File: config.mk
export PLATFORM = sky130hd
export DESIGN_NAME = tmr_set
export DESIGN_NICKNAME = d
export VERILOG_FILES = /design/src/rtl/tmr_pkg.sv /design/src/rtl/tmr_prescaler.sv /design/src/rtl/tmr_ext_sync.sv /design/src/rtl/tmr_counter.sv /design/src/rtl/tmr_set.sv
export SDC_FILE = /design/constraint.sdc
export NUM_CORES = 1
export LEC_CHECK = 0
export CAP_MARGIN = 20
export CORE_MARGIN = 2
export CORE_UTILIZATION = 51
export DETAILED_ROUTE_END_ITERATION = 10
export PLACE_DENSITY_LB_ADDON = 0.05
export SYNTH_ARGS = -nofsm -noshare
export SYNTH_HDL_FRONTEND = slang
export SYNTH_SLANG_ARGS = --single-unit
File: constraint.sdc
create_clock -name clk -period 2.15 [get_ports clk]
set_clock_uncertainty 0.05 [all_clocks]
set_input_delay 0.3225 -clock clk [delete_from_list [all_inputs] [get_ports clk]]
set_output_delay 0.3225 -clock clk [all_outputs]
set_load 0.005 [all_outputs]
File: src/rtl/tmr_pkg.sv
package tmr_pkg;
    typedef enum logic [2:0] {
        A_RL0  = 3'd0,
        A_RL1  = 3'd1,
        A_RL2  = 3'd2,
        A_CTRL = 3'd3,
        A_FLAG = 3'd4,
        A_CNT0 = 3'd5,
        A_CNT1 = 3'd6,
        A_CNT2 = 3'd7
    } tmr_addr_e;

    typedef enum logic {
        EXT_LOW  = 1'b0,
        EXT_HIGH = 1'b1
    } ext_state_e;

    localparam int NTMR     = 3;
    localparam int CW       = 6;
    localparam int B_EXTSRC = 3;
    localparam int B_GATEEN = 4;
    localparam int B_CASC   = 5;
endpackage

File: src/rtl/tmr_prescaler.sv
module tmr_prescaler #(
    parameter int DIV = 16
) (
    input  logic clk,
    input  logic rst_n,
    output logic tick_o
);
    localparam int PW = (DIV > 1) ? $clog2(DIV) : 1;
    localparam logic [PW-1:0] LAST = PW'(DIV - 1);

    logic [PW-1:0] cnt_q;

    assign tick_o = (cnt_q == LAST);

    always_ff @(posedge clk or negedge rst_n) begin
        if (!rst_n)      cnt_q <= '0;
        else if (tick_o) cnt_q <= '0;
        else             cnt_q <= cnt_q + 1'b1;
    end

    p_tick_spacing_r3: assert property (@(posedge clk) disable iff (!rst_n)
        (tick_o && DIV > 1) |=> !tick_o);
endmodule

File: src/rtl/tmr_ext_sync.sv
module tmr_ext_sync
    import tmr_pkg::*;
(
    input  logic clk,
    input  logic rst_n,
    input  logic pin_i,
    input  logic gate_i,
    output logic edge_o,
    output logic gate_o
);
    logic       p1_q, p2_q, g1_q, g2_q;
    ext_state_e state_q, state_d;

    always_ff @(posedge clk or negedge rst_n) begin
        if (!rst_n) begin
            p1_q <= 1'b0; p2_q <= 1'b0;
            g1_q <= 1'b0; g2_q <= 1'b0;
        end else begin
            p1_q <= pin_i;  p2_q <= p1_q;
            g1_q <= gate_i; g2_q <= g1_q;
        end
    end

    always_ff @(posedge clk or negedge rst_n) begin
        if (!rst_n) state_q <= EXT_LOW;
        else        state_q <= state_d;
    end

    always_comb begin
        state_d = state_q;
        edge_o  = 1'b0;
        unique case (state_q)
            EXT_LOW:  if (p2_q) begin
                          state_d = EXT_HIGH;
                          edge_o  = 1'b1;
                      end
            EXT_HIGH: if (!p2_q) state_d = EXT_LOW;
        endcase
    end

    assign gate_o = g2_q;

    p_edge_isolated_r6: assert property (@(posedge clk) disable iff (!rst_n)
        edge_o |=> !edge_o);
endmodule

File: src/rtl/tmr_counter.sv
module tmr_counter #(
    parameter int W = 8
) (
    input  logic         clk,
    input  logic         rst_n,
    input  logic         run_i,
    input  logic         inc_i,
    input  logic         load_i,
    input  logic [W-1:0] load_val_i,
    input  logic [W-1:0] wrap_val_i,
    output logic [W-1:0] cnt_o,
    output logic         ovf_o
);
    localparam logic [W-1:0] TOP = '1;

    logic [W-1:0] cnt_q;

    assign cnt_o = cnt_q;
    assign ovf_o = run_i && inc_i && (cnt_q == TOP);

    always_ff @(posedge clk or negedge rst_n) begin
        if (!rst_n)                cnt_q <= '0;
        else if (run_i && inc_i)   cnt_q <= ovf_o ? wrap_val_i : cnt_q + 1'b1;
        else if (!run_i && load_i) cnt_q <= load_val_i;
    end

    p_hold_r3: assert property (@(posedge clk) disable iff (!rst_n)
        (!run_i && !load_i) |=> (cnt_q == $past(cnt_q)));
    p_step_r3: assert property (@(posedge clk) disable iff (!rst_n)
        (run_i && inc_i && cnt_q != TOP) |=> (cnt_q == $past(cnt_q) + 1'b1));
    p_reload_r4: assert property (@(posedge clk) disable iff (!rst_n)
        (run_i && inc_i && cnt_q == TOP) |=> (cnt_q == $past(wrap_val_i)));
    p_stopped_load_r2: assert property (@(posedge clk) disable iff (!rst_n)
        (!run_i && load_i) |=> (cnt_q == $past(load_val_i)));
endmodule

File: src/rtl/tmr_set.sv
module tmr_set
    import tmr_pkg::*;
#(
    parameter int W            = 8,
    parameter int PRESCALE_DIV = 16,
    parameter int BAUD_SEL     = 2
) (
    input  logic          clk,
    input  logic          rst_n,
    input  logic          wr_en_i,
    input  logic [2:0]    wr_addr_i,
    input  logic [W-1:0]  wr_data_i,
    input  logic [2:0]    rd_addr_i,
    output logic [W-1:0]  rd_data_o,
    input  logic          ext_clk_i,
    input  logic          gate_i,
    output logic          tmr1_toggle_o,
    output logic [2:0]    irq_o,
    output logic          baud_tick_o
);
    localparam logic [W-1:0] TOP = '1;

    logic [W-1:0]      rl_q  [NTMR];
    logic [W-1:0]      cnt   [NTMR];
    logic [W-1:0]      wrap  [NTMR];
    logic [CW-1:0]     ctrl_q;
    logic [NTMR-1:0]   flag_q, run_eff, inc, ovf, ld, evt, clr;
    logic              tick, ext_edge, gate_s, casc, src0;

    tmr_prescaler #(.DIV(PRESCALE_DIV)) u_pre (
        .clk(clk), .rst_n(rst_n), .tick_o(tick));

    tmr_ext_sync u_sync (
        .clk(clk), .rst_n(rst_n), .pin_i(ext_clk_i), .gate_i(gate_i),
        .edge_o(ext_edge), .gate_o(gate_s));

    assign casc       = ctrl_q[B_CASC];
    assign src0       = (ctrl_q[B_EXTSRC] ? ext_edge : tick)
                        && (!ctrl_q[B_GATEEN] || gate_s);
    assign run_eff[0] = ctrl_q[0];
    assign run_eff[1] = casc ? ctrl_q[0] : ctrl_q[1];
    assign run_eff[2] = ctrl_q[2];
    assign inc[0]     = src0;
    assign inc[1]     = casc ? ovf[0] : tick;
    assign inc[2]     = tick;
    assign wrap[0]    = (casc && cnt[1] != TOP) ? '0 : rl_q[0];
    assign wrap[1]    = rl_q[1];
    assign wrap[2]    = rl_q[2];
    assign evt        = {ovf[2], ovf[1], ovf[0] & ~casc};
    assign clr        = (wr_en_i && wr_addr_i == A_FLAG) ? wr_data_i[NTMR-1:0] : '0;

    for (genvar i = 0; i < NTMR; i++) begin : g_tmr
        assign ld[i] = wr_en_i && (wr_addr_i == 3'(i));

        always_ff @(posedge clk or negedge rst_n) begin
            if (!rst_n)     rl_q[i] <= '0;
            else if (ld[i]) rl_q[i] <= wr_data_i;
        end

        tmr_counter #(.W(W)) u_cnt (
            .clk(clk), .rst_n(rst_n), .run_i(run_eff[i]), .inc_i(inc[i]),
            .load_i(ld[i]), .load_val_i(wr_data_i), .wrap_val_i(wrap[i]),
            .cnt_o(cnt[i]), .ovf_o(ovf[i]));
    end

    always_ff @(posedge clk or negedge rst_n) begin
        if (!rst_n) begin
            ctrl_q        <= '0;
            flag_q        <= '0;
            irq_o         <= '0;
            tmr1_toggle_o <= 1'b0;
            baud_tick_o   <= 1'b0;
        end else begin
            if (wr_en_i && wr_addr_i == A_CTRL) ctrl_q <= wr_data_i[CW-1:0];
            flag_q        <= (flag_q & ~clr) | evt;
            irq_o         <= evt;
            tmr1_toggle_o <= tmr1_toggle_o ^ evt[1];
            baud_tick_o   <= evt[BAUD_SEL];
        end
    end

    always_comb begin
        unique case (tmr_addr_e'(rd_addr_i))
            A_RL0:  rd_data_o = rl_q[0];
            A_RL1:  rd_data_o = rl_q[1];
            A_RL2:  rd_data_o = rl_q[2];
            A_CTRL: rd_data_o = W'(ctrl_q);
            A_FLAG: rd_data_o = W'(flag_q);
            A_CNT0: rd_data_o = cnt[0];
            A_CNT1: rd_data_o = cnt[1];
            A_CNT2: rd_data_o = cnt[2];
        endcase
    end

    p_flag_set_r4: assert property (@(posedge clk) disable iff (!rst_n)
        evt[0] |=> (flag_q[0] && irq_o[0]));
    p_flag_sticky_r5: assert property (@(posedge clk) disable iff (!rst_n)
        (flag_q[1] && !clr[1]) |=> flag_q[1]);
    p_toggle_flip_r9: assert property (@(posedge clk) disable iff (!rst_n)
        evt[1] |=> (tmr1_toggle_o != $past(tmr1_toggle_o)));
    p_toggle_hold_r9: assert property (@(posedge clk) disable iff (!rst_n)
        !evt[1] |=> $stable(tmr1_toggle_o));
    p_casc_low_quiet_r8: assert property (@(posedge clk) disable iff (!rst_n)
        casc |=> !irq_o[0]);
    p_baud_match_r10: assert property (@(posedge clk) disable iff (!rst_n)
        baud_tick_o |-> irq_o[BAUD_SEL]);
endmodule

## Word level (Yosys, flattened, before mapping)

Index checks and enable logic that the tools add are counted.

| cells by class | value |
|---|---|
| bitwise logic cells | 6 |
| add/sub/neg operators | 4 |
| muxes and demuxes | 18 |
| equal/unequal tests | 16 |
| reduce and logical (&&, ||, !) cells | 26 |

Operator list:

| operator | count |
|---|---|
| 8-bit 2-to-1 mux | 10 |
| 8-bit case mux with 8 select lines | 1 |
| 8-bit by 1-bit adder with 8-bit output, second input constant | 3 |
| 8-bit equality test, second input constant | 3 |
| 1-bit logical AND | 16 |
| 3-bit equality test, second input constant | 5 |
| 3-bit by 2-bit equality test with 1-bit output, second input constant | 4 |
| 8-bit inequality test, second input constant | 1 |
| 3-bit by 1-bit equality test with 1-bit output, second input constant | 2 |
| 3-bit logical NOT | 2 |
| 2-bit nonzero test | 3 |
| 1-bit 2-to-1 mux | 5 |
| 4-bit by 1-bit adder with 4-bit output, second input constant | 1 |
| 4-bit equality test, second input constant | 1 |
| 1-bit logical NOT | 4 |
| 4-bit 2-to-1 mux | 1 |
| 3-bit bitwise AND | 1 |
| 3-bit 2-to-1 mux | 1 |
| 3-bit inverter | 1 |
| 3-bit OR | 1 |
| 1-bit bitwise AND | 1 |
| 1-bit logical OR | 1 |
| 1-bit inverter | 1 |
| 1-bit bitwise XOR | 1 |

| storage, ports and cells | value |
|---|---|
| bits in registers | 71 |
| word-level logic and storage cells | 87 |
| output and inout port bits | 13 |
| input port bits | 19 |

## Logic depth before layout (Yosys ltp)

| depth | value |
|---|---|
| word-level depth | 11 |
| gate-level depth with buffers | 7 |
| depth with buffers taken out | 7 |

## Hierarchy

A second synthesis with hierarchy kept.

| unflattened totals | value |
|---|---|
| cells, all modules | 415 |
| area total of the unflattened synthesis | 4246.6 um2 |

By module, submodules not included:

| module | instances | seq. area each (um2) | cells each | area each (um2) |
|---|---|---|---|---|
| tmr_set | 1 | 925.9 | 180 | 2045.7 |
| tmr_counter (g_tmr[0].u_cnt ...) | 2 | 200.2 | 69 | 606.8 |
| tmr_counter (g_tmr[1].u_cnt) | 1 | 200.2 | 78 | 679.4 |
| tmr_prescaler | 1 | 100.1 | 13 | 168.9 |
| tmr_ext_sync | 1 | 125.1 | 6 | 138.9 |

## Worst setup path before layout

OpenSTA, ideal clock, no wires.

| timing path | value |
|---|---|
| path type | flip-flop to flip-flop |
| from | reg u_pre.cnt_q[0] |
| to | reg g_tmr[1].u_cnt.cnt_q[7] |
| period minus slack after synthesis | 2114 ps |
| path slack | 36 ps |
| setup time | 130 ps |
| required time | 1970 ps |
| arrival | 1934 ps |
| buffers on the path | 1 |
| cell stages (with the launch flop) | 8 |
| cell sequence | dfrtp_1 -> ha_1 -> a31oi_1 -> a2111oi_4 -> a41oi_4 -> buf_6 -> nor4_1 -> a31oi_1 |

| between the ends | value |
|---|---|
| word-level cells in the longest chain between the ends | 10 |

Ends and longest elaborated chain:

| item | line | text |
|---|---|---|
| start, declared | tmr_prescaler.sv:11 | `logic [PW-1:0] cnt_q;` |
| start signal, assigned | tmr_prescaler.sv:18 | `else cnt_q <= cnt_q + 1'b1;` |
| 4-bit equality test (*) | tmr_prescaler.sv:13 | `assign tick_o = (cnt_q == LAST);` |
| 1-bit 2-to-1 mux | tmr_set.sv:38 | `assign src0 = (ctrl_q[B_EXTSRC] ? ext_edge : tick)` |
| 1-bit logical AND | tmr_set.sv:39 | `&& (!ctrl_q[B_GATEEN] \|\| gate_s);` |
| 1-bit logical AND (2 in a row) | tmr_counter.sv:19 | `assign ovf_o = run_i && inc_i && (cnt_q == TOP);` |
| 1-bit 2-to-1 mux (*) | tmr_set.sv:44 | `assign inc[1] = casc ? ovf[0] : tick;` |
| 1-bit logical AND (*) | tmr_counter.sv:19, tmr_counter.sv:23 |  |
| 1-bit logical AND | tmr_counter.sv:19 |  |
| 8-bit 2-to-1 mux (2 in a row) | tmr_counter.sv:23 | `else if (run_i && inc_i) cnt_q <= ovf_o ? wrap_val_i : cnt_q + 1'b1;` |
| end signal, assigned | tmr_counter.sv:23 |  |
| end signal, assigned | tmr_counter.sv:24 | `else if (!run_i && load_i) cnt_q <= load_val_i;` |
| end, declared | tmr_counter.sv:16 | `logic [W-1:0] cnt_q;` |

Mark *: on every way between the ends. The rest lies on a longest branch, timed or not.
A chain may end at the register's enable or synchronous reset.

## Worst setup path after layout

| timing path | value |
|---|---|
| from | reg g_tmr[2].u_cnt.cnt_q[5] |
| to | out rd_data_o[5] |

| between the ends | value |
|---|---|
| word-level cells in the longest chain between the ends | 1 |

Ends and longest elaborated chain:

| item | line | text |
|---|---|---|
| start, declared | tmr_counter.sv:16 |  |
| start signal, assigned | tmr_counter.sv:23 |  |
| start signal, assigned | tmr_counter.sv:24 |  |
| 8-bit case mux with 8 select lines | tmr_set.sv:83 | `unique case (tmr_addr_e'(rd_addr_i))` |
| end, declared | tmr_set.sv:14 | `output logic [W-1:0] rd_data_o,` |

No other way between the ends.

==> impl_metrics.csv <==
group,metric,value,unit
power_and_ir_drop,p_per_area,987,nW/um2
global_routing,grt_max_degree,41,
min_path,min_from,"u_sync.g1_q",
power_and_ir_drop,peakVddDrop,0.506,mV
detailed_routing,drt-pass1-iter-count,5,
timing,tns,0,ns
detailed_routing,vias,3641,
global_routing,grt_pass1_wl,19.3,mm
yosys,synthFlopType,"dfrtp_1",
yosys,yosysUniqueCellTypes,57,
min_path,min_path_cells,0,
worst_setup_path,arrival,1.74,ns
power_and_ir_drop,leakage,2.23,nW
detailed_routing,wl_per_cell,20.0,um
finish,syn_to_final_growth,27.4,%
worst_setup_path,path_common_cell,"mux2_2",
worst_setup_path,r2r-start,"u_pre.cnt_q[0]",
placed_design,place_hpwl,8.91,mm
yosys,synth_common_cells,"70 x dfrtp_1, 57 x nand2_1, 32 x mux2_2",
timing,max_freq,474,MHz
detailed_routing,drt_iter0_drc,335,
finish,layout-drive-gt1-share,0.265,
floorplan,die-area,8480,um2
detailed_routing,ant_nets,0,
clock_tree,clockBufferDepth,2,
yosys,syn_area_per_cell,9.63,um2
min_path,worstHoldEndpoint,"u_sync.gate_o",
worst_setup_path,crit_chain,"mux2_2 > a22o_1 > mux2_2 > clkdlybuf4s15_2",
clock_tree,clock_sinks,70,
power_and_ir_drop,power,4.98,mW
global_routing,antenna_found_initial,0,
clock_tree,numCtsBuffers,9,
placed_design,placedCellCount,578,
detailed_routing,wl,12.0,mm
clock_tree,clkLatencyLatePin,0.35,ns
timing,finalWorstSetupSlack,0.0386,ns
worst_setup_path,max_stage_delay,0.45,ns
global_routing,grt.total_usage,0.301,
clock_tree,clk_pin_slew,0.08,ns
floorplan,start_util,0.520,
finish,final_area,5040,um2
worst_setup_path,reg2reg_slack,0.11,ns
finish,num-fill-cells,636,
timing,maxSlewHeadroom,0.646,
worst_setup_path,reg2reg_depth,7,
detailed_routing,route.detailed.drc,0,
yosys,mappedNetlistArea,3960,um2
yosys,synth_top_area_cell,"dfrtp_1",
status,status,"completed",
global_routing,grt-ovfl-total,0,
yosys,yosysTopAreaCellShare,0.442,
yosys,syn_inst,411,
finish,utilization,0.663,
worst_setup_path,r2r_end,"g_tmr[1].u_cnt.cnt_o[6]",
finish,nNetsFinal,517,
yosys,yosysMostFrequentCell,"dfrtp_1",
timing,holdWs,0.303,ns
floorplan,io_pins,32,
placed_design,port_buffers,31,
placed_design,place_ws,-0.473,ns
yosys,syn_nets,434,
worst_setup_path,crit_path_end_kind,"output pin",
yosys,yosysSeqAreaShare,0.442,
worst_setup_path,start_kind,"flip-flop",
worst_setup_path,critPathKind,"reg -> out",
yosys,synth.area.top_cells,"dfrtp_1 44%, mux2_2 9.1%, nand2_1 5.4%",
placed_design,placedInstanceArea,4750,um2
yosys,ys_warn_count,0,
min_path,hp-class,"reg -> reg",
run,maxCapViolations,0,
worst_setup_path,path_max_fanout,4,
floorplan,rows,32,
timing,finalCritPeriodShare,0.982,
timing,slew_violations,0,
clock_tree,cts_tree,"done",
clock_tree,root_buffer,"clkbuf_8",
timing,rsz0062_at_grt,"no",
yosys,synth_edf_count,0,
floorplan,die-width,92.1,um
placed_design,gp_congestion,0.935,
timing,setup_violations,0,
worst_setup_path,crit_required,1.78,ns
worst_setup_path,critical_path.slowest_cell,"dfrtp_2",
yosys,synth_seq_cells,70,
global_routing,grt_pass1_vias,3550,
timing,max_slew.worst_pin.slew,0.531,ns
clock_tree,htreeDepth,3,
detailed_routing,vias_per_cell,6.06,
finish,diodes,0,
timing,final-hold-violation-count,0,
timing,final.min_clock_period,2.11,ns
yosys,ys_async_sr_fraction,1.00,
floorplan,core,7610,um2
finish,instances_no_fill,601,
floorplan,dieHeight,92.1,um
sequential cells by signal, indices dropped and copies added, names as in the netlist:
signal             flops
g_tmr.u_cnt.cnt_o     24
u_pre.cnt_q            4
u_sync.p1_q            1
u_sync.p2_q            1
baud_tick_o            1
irq_o                  2
tmr1_toggle_o          1
u_sync.g1_q            1
u_sync.state_q         1
u_sync.gate_o          1
flag_q                 3
ctrl_q                 6
rl_q                  24
per-layer routing:
metal	routed length [um]	global-route usage	share of wire
met5	0	0	0
met4	346	0.109	0.029
met3	753	0.0551	0.063
met2	5540	0.461	0.46
met1	5380	0.428	0.45
kinds of logic (layout without fill, tap and decap cells):
family	after synthesis	count (layout)	share of synthesized area
AND/OR/NAND/NOR	154	154	0.190
AO/OA/AOI/OAI	94	94	0.168
flip-flops	70	70	0.442
multiplexers	47	47	0.132
buffers and inverters	33	121	0.0351
XOR/XNOR	9	9	0.0199
adder cells (fa/ha/maj)	4	4	0.0126
worst max-delay path by stage:
stage,startpoint,endpoint,depth (start not counted)
after detailed placement,rd_addr_i[0],rd_data_o[2],8
after CTS,g_tmr[2].u_cnt.cnt_o[5],rd_data_o[5],4
after global placement,rd_addr_i[0],rd_data_o[5],5
after global routing,g_tmr[0].u_cnt.cnt_o[4],rd_data_o[4],4
final,g_tmr[2].u_cnt.cnt_o[5],rd_data_o[5],4
after floorplan,u_pre.cnt_q[0],g_tmr[1].u_cnt.cnt_o[7],7
where the power goes:
part	total (mW)	internal [mW]	switching (mW)
logic	1.88	0.956	0.921
clock network	1.03	0.534	0.498
registers	2.07	1.67	0.402
layout make-up:
| cell class | instances | area, um2 | area share |
|---|---|---|---|
| clock inverter | 4 | 47.5 | 0.00942 |
| inverter | 10 | 37.5 | 0.00744 |
| clock buffer | 12 | 135 | 0.0268 |
| sequential | 70 | 1760 | 0.348 |
| tap | 102 | 128 | 0.0253 |
| multi-input combinational | 308 | 2110 | 0.417 |
| timing repair buffer | 95 | 836 | 0.166 |
layout by cell type (no fill, tap or decap), drive strengths merged, types with 6 or more instances in the layout:
cell	count
dfrtp	70
nand2	57
nor2	28
nand3	19
inv	10
o22ai	11
a31oi	10
clkbuf	12
o21ai	14
buf	64
clkdlybuf4s50	19
dlygate4sd2	6
nor3	14
and3	8
mux2	32
mux2i	14
a21oi	22
xnor2	6
critical path, delay by kind of cell (launching register included):
kind	cells	cell delay, ns
muxes	2	0.54
DFF	1	0.45
buffers and inverters	1	0.21
AOI/OAI and AO/OA	1	0.17
repair_timing:
item                                   CTS  global route
setup endpoints to repair                8             6
gates resized for setup                 30             7
hold buffers                             1             0
pin swaps                                1             1
cloned                                   1             0
endpoints found under the hold margin   38             0
buffers inserted                         2             3
Note: power is estimated with default switching activity, not from simulation.
